[src/rtl/rdf_pkg.sv]
package rdf_pkg;
    localparam int unsigned CRC_W      = 32;
    localparam logic [31:0] CRC_POLY   = 32'hEDB8_8320;
    localparam logic [31:0] CRC_SEED   = 32'hFFFF_FFFF;
    localparam int unsigned BYTE_W     = 8;
endpackage

[src/rtl/rdf_crc_byte.sv]
module rdf_crc_byte
    import rdf_pkg::*;
#(
    parameter int unsigned W = CRC_W,
    parameter logic [W-1:0] POLY = CRC_POLY
) (
    input  logic [W-1:0]      crc_i,
    input  logic [BYTE_W-1:0] byte_i,
    output logic [W-1:0]      crc_o
);
    logic [W-1:0] stage [0:BYTE_W];

    assign stage[0] = crc_i;

    // One reflected shift per data bit, least significant bit first.
    for (genvar b = 0; b < BYTE_W; b++) begin : g_bit
        assign stage[b+1] = {1'b0, stage[b][W-1:1]}
                          ^ ((stage[b][0] ^ byte_i[b]) ? POLY : '0);
    end

    assign crc_o = stage[BYTE_W];
endmodule

[src/rtl/rdf_addr_cmp.sv]
module rdf_addr_cmp
    import rdf_pkg::*;
#(
    parameter int unsigned N_WORDS = 3,
    parameter int unsigned WORD_W  = 16,
    parameter int unsigned POS_W   = 3
) (
    input  logic [N_WORDS*WORD_W-1:0] station,
    input  logic [POS_W-1:0]          pos,
    input  logic [BYTE_W-1:0]         data,
    output logic                      stn_hit,
    output logic                      ones_hit
);
    logic [BYTE_W-1:0] want;

    // Even positions take the upper byte of a word, odd ones the lower byte.
    always_comb begin
        want = '0;
        for (int k = 0; k < N_WORDS; k++) begin
            if (pos == POS_W'(2*k))
                want = station[k*WORD_W+BYTE_W +: BYTE_W];
            else if (pos == POS_W'(2*k+1))
                want = station[k*WORD_W +: BYTE_W];
        end
    end

    assign stn_hit  = (data == want);
    assign ones_hit = (data == {BYTE_W{1'b1}});
endmodule

[src/rtl/rdf_hash_pick.sv]
module rdf_hash_pick #(
    parameter int unsigned N_WORDS = 4,
    parameter int unsigned WORD_W  = 16,
    parameter int unsigned IDX_W   = 6
) (
    input  logic [N_WORDS*WORD_W-1:0] table_bits,
    input  logic [IDX_W-1:0]          idx,
    output logic                      hit
);
    localparam int unsigned BIT_W = $clog2(WORD_W);
    localparam int unsigned SEL_W = IDX_W - BIT_W;

    logic [WORD_W-1:0] word;

    always_comb begin
        word = '0;
        for (int k = 0; k < N_WORDS; k++) begin
            if (idx[IDX_W-1:BIT_W] == SEL_W'(k))
                word = table_bits[k*WORD_W +: WORD_W];
        end
    end

    assign hit = word[idx[BIT_W-1:0]];
endmodule

[src/rtl/rx_dest_filter.sv]
module rx_dest_filter
    import rdf_pkg::*;
#(
    parameter int unsigned WORD_W     = 16,
    parameter int unsigned STN_WORDS  = 3,
    parameter int unsigned HASH_WORDS = 4
) (
    input  logic                         clk,
    input  logic                         rst_n,
    input  logic                         cfg_rx_en,
    input  logic                         cfg_promisc,
    input  logic                         cfg_hash_en,
    input  logic [STN_WORDS*WORD_W-1:0]  cfg_station,
    input  logic [HASH_WORDS*WORD_W-1:0] cfg_hash,
    input  logic                         in_valid,
    input  logic                         in_sof,
    input  logic [BYTE_W-1:0]            in_data,
    output logic                         dec_valid,
    output logic                         dec_accept
);
    localparam int unsigned ADDR_BYTES = STN_WORDS * WORD_W / BYTE_W;
    localparam int unsigned POS_W      = $clog2(ADDR_BYTES + 1);
    localparam int unsigned IDX_W      = $clog2(HASH_WORDS * WORD_W);
    localparam logic [POS_W-1:0] LAST_POS = POS_W'(ADDR_BYTES - 1);

    typedef struct packed {
        logic [POS_W-1:0] cnt;
        logic             active;
        logic [CRC_W-1:0] crc;
        logic             exact;
        logic             ones;
        logic             dvalid;
        logic             daccept;
    } state_t;

    state_t state_d, state_q;

    logic             take;
    logic [POS_W-1:0] pos;
    logic [CRC_W-1:0] crc_in, crc_next;
    logic             stn_hit, ones_hit, hash_hit;
    logic             exact_run, ones_run, decide_now, verdict;

    assign take   = in_valid && (in_sof || state_q.active);
    assign pos    = in_sof ? '0 : state_q.cnt;
    assign crc_in = in_sof ? CRC_SEED : state_q.crc;

    rdf_crc_byte #(.W(CRC_W), .POLY(CRC_POLY)) i_crc (
        .crc_i  (crc_in),
        .byte_i (in_data),
        .crc_o  (crc_next)
    );

    rdf_addr_cmp #(.N_WORDS(STN_WORDS), .WORD_W(WORD_W), .POS_W(POS_W)) i_cmp (
        .station  (cfg_station),
        .pos      (pos),
        .data     (in_data),
        .stn_hit  (stn_hit),
        .ones_hit (ones_hit)
    );

    rdf_hash_pick #(.N_WORDS(HASH_WORDS), .WORD_W(WORD_W), .IDX_W(IDX_W)) i_hash (
        .table_bits (cfg_hash),
        .idx        (crc_next[CRC_W-1 -: IDX_W]),
        .hit        (hash_hit)
    );

    assign exact_run  = (in_sof || state_q.exact) && stn_hit;
    assign ones_run   = (in_sof || state_q.ones) && ones_hit;
    assign decide_now = take && (pos == LAST_POS);
    assign verdict    = cfg_rx_en && (cfg_promisc || exact_run || ones_run
                                      || (cfg_hash_en && hash_hit));

    always_comb begin
        state_d         = state_q;
        state_d.dvalid  = 1'b0;
        state_d.daccept = 1'b0;
        if (take) begin
            state_d.cnt    = pos + POS_W'(1);
            state_d.active = (pos != LAST_POS);
            state_d.crc    = crc_next;
            state_d.exact  = exact_run;
            state_d.ones   = ones_run;
            if (pos == LAST_POS) begin
                state_d.dvalid  = 1'b1;
                state_d.daccept = verdict;
            end
        end
    end

    always_ff @(posedge clk) begin
        if (!rst_n) begin
            state_q        <= '0;
            state_q.crc    <= CRC_SEED;
        end else begin
            state_q <= state_d;
        end
    end

    assign dec_valid  = state_q.dvalid;
    assign dec_accept = state_q.daccept;

    p_off_rejects_r1: assert property (@(posedge clk) disable iff (!rst_n)
        (decide_now && !cfg_rx_en) |=> (dec_valid && !dec_accept));

    p_promisc_accepts_r2: assert property (@(posedge clk) disable iff (!rst_n)
        (decide_now && cfg_rx_en && cfg_promisc) |=> (dec_valid && dec_accept));

    p_bcast_accepts_r4: assert property (@(posedge clk) disable iff (!rst_n)
        (decide_now && cfg_rx_en && ones_run) |=> dec_accept);

    p_single_pulse_r8: assert property (@(posedge clk) disable iff (!rst_n)
        dec_valid |=> !dec_valid);

    p_sof_no_decision_r9: assert property (@(posedge clk) disable iff (!rst_n)
        (in_valid && in_sof) |=> !dec_valid);
endmodule

[config.mk]
export PLATFORM = sky130hd
export DESIGN_NAME = rx_dest_filter
export DESIGN_NICKNAME = d
export VERILOG_FILES = /design/src/rtl/rdf_pkg.sv /design/src/rtl/rdf_crc_byte.sv /design/src/rtl/rdf_addr_cmp.sv /design/src/rtl/rdf_hash_pick.sv /design/src/rtl/rx_dest_filter.sv
export SDC_FILE = /design/constraint.sdc
export NUM_CORES = 1
export LEC_CHECK = 0
export ABC_AREA = 1
export BUFFER_PORTS_ARGS = -buffer_cell sky130_fd_sc_hd__clkbuf_2
export CORE_ASPECT_RATIO = 0.5
export CORE_UTILIZATION = 50
export CTS_BUF_LIST = sky130_fd_sc_hd__clkbuf_16
export DETAILED_ROUTE_END_ITERATION = 16
export HOLD_SLACK_MARGIN = 0.03
export PLACE_DENSITY_LB_ADDON = 0.12
export REMOVE_ABC_BUFFERS = 1
export SYNTH_ARGS = -nofsm -noshare
export SYNTH_HDL_FRONTEND = slang
export SYNTH_SLANG_ARGS = --single-unit
[constraint.sdc]
create_clock -name clk -period 9.95 [get_ports clk]
set_clock_uncertainty 0.1 [all_clocks]
set_input_delay 1.99 -clock clk [delete_from_list [all_inputs] [get_ports clk]]
set_output_delay 1.99 -clock clk [all_outputs]
set_load 0.05 [all_outputs]
==> impl_metrics.tcl, run 1 <==
set metrics [dict create \
    chipHeight_microns 64.5 \
    grt_max_degree 49 \
    crit_chain "clkbuf_2 -> inv_2 -> nand2_1 -> nand2_1 -> nand2_1 -> nand2_1 -> nand2_4 -> ha_1 -> nor2_1 -> nand2_1 -> nand3_1 -> o21ai_0 -> o21ai_0 -> nand3_1 -> nand3_1 -> nand3_1 -> nand3_1 -> nand3_1 -> a21oi_1" \
    period_minus_slack_ns 5.78 \
    r2r-end "dec_accept$_SDFF_PN0_" \
    slowest_delay_ns 0.86 \
    clock-sinks 40 \
    arrival_ns 5.90 \
    placedInstanceArea_sq_um 4580 \
    timing.rr.start "state_q[5]$_SDFFE_PN1P_" \
    final_max_slew_viol_count 0 \
    synth_top_cells_by_area "dfxtp_1 20%, nand2_1 18%, nand3_1 8.1%" \
    final_cell_mix "186 x nand2_1, 128 x clkbuf_2, 64 x nor2_1, 63 x nand3_1, 52 x o21ai_0" \
    min-delay-path-class "reg -> reg" \
    cts_hold_buf 0 \
    syn-cell-area_sq_um 3910 \
    postCtsSetupBuffers 0 \
    peakVddDrop_v 0.0000752 \
    viasPerCell 5.11 \
    coreArea_sq_um 7460 \
    drt_iter0_markers 275 \
    fin_area_sq_um 4750 \
    stdcell_count 875 \
    cts_resized 0 \
    hold_violations 0 \
    final_antenna_net_count 0 \
    slowest_stage "nor2_1" \
    firstDrtPassIters 4 \
    syn_area_per_cell_sq_um 5.95 \
    dpl.hpwl_microns 8220 \
    overflow 0 \
    powerDensity_nw_per_um2 134 \
    place.gp.congestion 0.842 \
    yosysUniqueCellTypes 38 \
    critPathCapture "dec_accept$_SDFF_PN0_" \
    period_share_pct 58.1 \
    worst_pin_slew_ns 1.02 \
    p_leak_nw 2.49 \
    cp-end-kind "flop" \
    cts_tree "done" \
    wirelength_microns 11100 \
    clk_path_buf_depth 2 \
    die_area_sq_um 8200 \
    final_common_cell "nand2_1" \
    synth_top_area_cell "dfxtp_1" \
    clkTransAtPathRegs_ns 0.06 \
    fmax_mhz 173 \
    syn_to_final_growth_pct 21.3 \
    detail_route.wl_per_cell_microns 12.6 \
    layout.nets 902 \
    ys_ff_latch 40 \
    regToRegSetupSlack_ns 6.28 \
    drc 0 \
    crit_type "in -> reg" \
    ys_seq_area_share_pct 20.5 \
    tns_ns 0 \
    rows 22 \
    status "complete, no violations" \
    cts_buffers 5 \
    cts_root_buf "clkbuf_16" \
    synth_warnings 0 \
    track_usage_pct 28.2 \
    setup_viol 0 \
    antennaDiodeCount 0 \
    grt_pass1_vias 4115 \
    grt_pass1_wl_microns 18600 \
    io_pins 129 \
    worstPathRequired_ns 10.07 \
    path_max_fanout 36 \
    placedCellCount 867 \
    total_power_mw 0.635 \
    critPathMostFrequentCell "nand3_1" \
    initial_core_util_pct 52.4 \
    antenna_found_initial 0 \
    io_buffers 128 \
    crit_start "in_sof" \
    maxCapViolations 0 \
    num_vias 4469 \
    drive_gt1_share_pct 22.9 \
    synth_cells 657 \
    synth_top_area_share_pct 20.5 \
    insertion_delay_ns 0.29 \
    max_slew_margin_pct 32.0 \
    rsz0062_at_grt "false" \
    r2r_cells 18 \
    htreeDepth 2 \
    die_w_microns 127 \
    cp-start-kind "input pin" \
]
[layer usage]
metal	vias up	GRT usage, %	part of all wire (%)	routed length [microns]
li1	2357	-	-	-
met5	-	0	0	0
met3	14	3.63	6.8	753
met1	1932	35.5	47	5170
met4	0	7.89	1.3	141
met2	166	51.0	45	5000
[cells by family (layout without fill, tap and decap cells)]
logic type / count (synthesis) / in the layout / synth area share [%]
AND/OR/NAND/NOR: 353 / 353 / 39.4
AO/OA/AOI/OAI: 130 / 130 / 18.6
buffers and inverters: 83 / 193 / 8.45
XOR/XNOR: 42 / 42 / 10.3
flip-flops: 40 / 40 / 20.5
adder cells (fa/ha/maj): 9 / 9 / 2.88
[worst max-delay path: cells and delay by family]
| family | cells | cell delay (ns) |
|---|---|---|
| fa+ha+maj | 1 | 0.44 |
| simple gates | 13 | 2.14 |
| compound gates | 3 | 0.40 |
| buf+inv | 2 | 0.89 |
[worst min path at each step]
stage,startpoint,endpoint,slack (ns),depth (start not counted)
after floorplan,state_q[26]$_SDFFE_PN1P_,state_q[26]$_SDFFE_PN1P_,0.34,2
after global placement,state_q[24]$_SDFFE_PN1P_,state_q[24]$_SDFFE_PN1P_,0.35,2
after detailed placement,state_q[26]$_SDFFE_PN1P_,state_q[26]$_SDFFE_PN1P_,0.35,2
after CTS,state_q[26]$_SDFFE_PN1P_,state_q[26]$_SDFFE_PN1P_,0.37,2
after global routing,state_q[18]$_SDFFE_PN1P_,state_q[18]$_SDFFE_PN1P_,0.38,2
final,state_q[16]$_SDFFE_PN1P_,state_q[16]$_SDFFE_PN1P_,0.37,2
[per-stage QoR]
stage / util [%] / setup WS, ns / hold slack (ns)
2_1_floorplan: - / 3.87 / 0.341
3_3_place_gp: 61.4 / 4.10 / 0.353
3_5_place_dp: 61.4 / 3.94 / 0.354
4_1_cts: 63.6 / 4.21 / 0.370
5_1_grt: 63.6 / 3.62 / 0.384
6_report: 63.6 / 4.17 / 0.369
[synth_stat cells]
| library cell | n |
|---|---|
| xor2_4 | 1 |
| nand4_1 | 3 |
| nand2_2 | 6 |
| xnor2_1 | 9 |
| inv_2 | 5 |
| nor2_2 | 6 |
| nand3_1 | 63 |
| nor2_1 | 64 |
| buf_2 | 3 |
| clkinv_1 | 2 |
| nor3_1 | 3 |
| o21ai_1 | 3 |
| or2_2 | 9 |
| a21oi_1 | 46 |
| nand2_1 | 186 |
| a22o_1 | 5 |
| a22oi_1 | 6 |
| o21bai_1 | 1 |
| clkbuf_1 | 20 |
| inv_1 | 49 |
| nor4_1 | 2 |
| xor2_1 | 30 |
| a31oi_1 | 2 |
| buf_6 | 2 |
| or2_1 | 2 |
| dfxtp_1 | 40 |
| buf_1 | 2 |
| o21ai_0 | 53 |
| nand3b_1 | 1 |
| o31ai_1 | 2 |
| o211ai_1 | 11 |
| nor2_4 | 3 |
| o21ai_2 | 1 |
| xnor2_2 | 1 |
| nand2_4 | 4 |
| ha_1 | 9 |
| nand3_2 | 1 |
| xor2_2 | 1 |
[sequential cells by signal (all words and copies together), names as in the netlist]
| signal | flops |
|---|---|
| dec_accept | 1 |
| dec_valid | 1 |
| state_q | 38 |
[where the power goes]
part,switching (mW),internal (mW)
logic,0.164,0.101
clock network,0.0689,0.118
registers,0.00798,0.176
[area by class of cell]
type / instances / area [sq um]
multi-input cells: 534 / 2780
fillers: 750 / 2710
repair buffers: 129 / 648
clock buffers: 5 / 125
clock inverters: 3 / 42.5
well taps: 108 / 135
flip-flops and latches: 40 / 801
inverters: 56 / 210
(Power assumes the default switching activity.)
==> run 2: changes to the inputs <==
--- a/config.mk
+++ b/config.mk
@@ -5,10 +5,10 @@
 export SDC_FILE = /design/constraint.sdc
 export NUM_CORES = 1
 export LEC_CHECK = 0
-export ABC_AREA = 1
+export ABC_AREA = 0
 export BUFFER_PORTS_ARGS = -buffer_cell sky130_fd_sc_hd__clkbuf_2
 export CORE_ASPECT_RATIO = 0.5
-export CORE_UTILIZATION = 50
+export CORE_UTILIZATION = 48
 export CTS_BUF_LIST = sky130_fd_sc_hd__clkbuf_16
 export DETAILED_ROUTE_END_ITERATION = 16
 export HOLD_SLACK_MARGIN = 0.03
==> constraint.sdc (replaced) <==
create_clock -name clk -period 5.1 [get_ports clk]
set_clock_uncertainty 0.1 [all_clocks]
set_input_delay 1.02 -clock clk [delete_from_list [all_inputs] [get_ports clk]]
set_output_delay 1.02 -clock clk [all_outputs]
set_load 0.05 [all_outputs]
==> run 2 against run 1 <==
Sequential power up 100%. Die area up 14%. Synthesized cell count down 13%. Critical path type unchanged. Largest cell class unchanged.
==> impl_metrics.tcl, run 2 <==
set metrics [dict create \
    status "complete, no violations" \
    fin_util_pct 62.6 \
    syn-cell-area_sq_um 4280 \
    firstDrtPassIters 5 \
    coreArea_sq_um 8320 \
    total_power_mw 1.74 \
    syn_to_final_growth_pct 21.6 \
    fmax_mhz 240 \
    io_buffers 128 \
    drt_iter0_markers 301 \
    final_antenna_net_count 0 \
    yosys_most_used_dff "dfxtp_1" \
    placedInstanceArea_sq_um 4990 \
    cp-end-kind "flop" \
    fillCellCount 793 \
    grt_pass1_wl_microns 19200 \
    antenna_found_initial 0 \
    largest_reg_flops 38 \
    final_cell_mix "128 x clkbuf_2, 83 x nand2_1, 72 x xnor2_1, 42 x nor2_1, 40 x dfxtp_1" \
    arrival_ns 4.26 \
    detail_route.wl_per_cell_microns 15.7 \
    synth_top_area_share_pct 18.7 \
    crit_type "in -> reg" \
    period_minus_slack_ns 4.16 \
    regMostFlops "state_q" \
    async_flop_share_pct 0 \
    drive_gt1_share_pct 25.4 \
    rows 23 \
    clkTransAtPathRegs_ns 0.06 \
    max_slew_margin_pct 47.2 \
    num_vias 4451 \
    cts_buffers 5 \
    grt_pass1_vias 3927 \
    drc 0 \
    place.gp.congestion 0.901 \
    fin_ws_ns 0.939 \
    worst_pin_slew_ns 0.786 \
    cts_resized 0 \
    slowest_delay_ns 0.39 \
    insertion_delay_ns 0.29 \
    synth_edf_count 0 \
    setup_viol 0 \
    holdWs_ns 0.360 \
    min-delay-path-class "reg -> reg" \
    clk_path_buf_depth 2 \
    hold_violations 0 \
    fin_area_sq_um 5200 \
    postCtsSetupBuffers 0 \
    stdcell_count 788 \
    rsz0062_at_grt "false" \
    antennaDiodeCount 0 \
    p_leak_nw 2.26 \
    path_max_fanout 18 \
    htreeDepth 2 \
    cts_tree "done" \
    peakVddDrop_v 0.000168 \
    ys_ff_latch 40 \
    io_pins 129 \
    powerDensity_nw_per_um2 334 \
    overflow 0 \
    pre_cts_slack_ns 0.662 \
    synthTopCellsByCount "83 x nand2_1, 72 x xnor2_1, 42 x nor2_1" \
    track_usage_pct 26.7 \
    viasPerCell 5.65 \
    die_area_sq_um 9320 \
    synth_cells 570 \
    final_common_cell "clkbuf_2" \
    maxCapViolations 0 \
    cp-start-kind "input pin" \
    clock-sinks 40 \
    wirelength_microns 12400 \
    initial_core_util_pct 51.4 \
    yosysUniqueCellTypes 68 \
    ys_seq_area_share_pct 18.7 \
    synth_top_cells_by_area "dfxtp_1 19%, xnor2_1 15%, nand2_1 7.3%" \
    placedCellCount 780 \
    chipHeight_microns 68.8 \
    cts_hold_buf 0 \
    worstPathRequired_ns 5.20 \
    layout.nets 811 \
    grt_max_degree 68 \
    die_w_microns 136 \
    period_share_pct 81.6 \
    synth_top_area_cell "dfxtp_1" \
    dpl.hpwl_microns 9570 \
    final_max_slew_viol_count 0 \
    slowest_stage "or3_4" \
    tns_ns 0 \
    synth_warnings 0 \
    cts_root_buf "clkbuf_16" \
    regToRegSetupSlack_ns 1.38 \
    syn_area_per_cell_sq_um 7.51 \
    yosysMostFrequentCell "nand2_1" \
    crit_chain "clkbuf_2 -> xnor2_1 -> or3_4 -> nand2_2 -> inv_1 -> ha_1 -> buf_4 -> nand3b_1 -> a311o_1 -> and4_1 -> o2111ai_1 -> o41ai_1 -> a311oi_1 -> a41o_1 -> a211oi_2 -> o31ai_1" \
]
## run 2: cell types whose count changed in the layout (fill, tap and decap cells not counted), sizes merged, moves of 11 or more
cell | previous run | this run
o211ai | 11 | 36
o21ai | 57 | 24
mux2i | 0 | 12
a22oi | 6 | 17
xor2 | 32 | 18
inv | 54 | 16
nand3 | 64 | 9
a21oi | 46 | 24
nor2 | 73 | 43
buf | 1 | 18
nand2 | 196 | 84
xnor2 | 10 | 73
## run 2: report_power, final
part	switching (mW)	total (mW)	leakage (nW)	internal, mW
clock	0.132	0.462	0.104	0.330
combinational	0.478	0.899	1.83	0.421
sequential	0.0289	0.375	0.331	0.346
## run 2: cell type report
cell class              count  area [sq um]  share of cell area, %
well taps                 112           140                   2.69
flip-flops and latches     40           801                   15.4
repair buffers            146           776                   14.9
inverters                  16          60.1                   1.15
clock inverters             3          90.1                   1.73
clock buffers               5           125                   2.41
multi-input cells         466          3210                   61.7
## run 2: critical path: cells and delay by family
kind	cells	cell delay (ns)
compound gates	7	1.32
buf+inv	3	0.51
fa+ha+maj	1	0.21
xor+xnor	1	0.19
simple gates	4	1.02
## run 2: path summary, 6_finish.rpt
kind | from | endpoint | cells past startpoint
min | state_q[2]$_SDFFE_PN0P_ | state_q[2]$_SDFFE_PN0P_ | 2
max reg2reg | state_q[4]$_SDFFE_PN1P_ | dec_accept$_SDFF_PN0_ | 15
max | in_data[0] | dec_accept$_SDFF_PN0_ | 16
min reg2reg | state_q[2]$_SDFFE_PN0P_ | state_q[2]$_SDFFE_PN0P_ | 2
## run 2: cell families (layout without fill, tap and decap cells)
logic type               after synthesis  in the layout  synth area share, %
multiplexers                          20             20                 5.18
flip-flops                            40             40                 18.7
buffers and inverters                 64            170                 6.49
XOR/XNOR                              96             96                 21.5
adder cells (fa/ha/maj)                9              9                 2.63
AND/OR/NAND/NOR                      190            190                 20.9
AO/OA/AOI/OAI                        151            151                 24.6
## run 2: routing by layer
metal | GRT usage, % | vias to the layer above | wire (microns)
met5 | 0 | - | 0
met2 | 43.5 | 149 | 5510
li1 | - | 2231 | -
met3 | 5.19 | 13 | 807
met1 | 37.0 | 2058 | 5930
met4 | 5.06 | 0 | 112
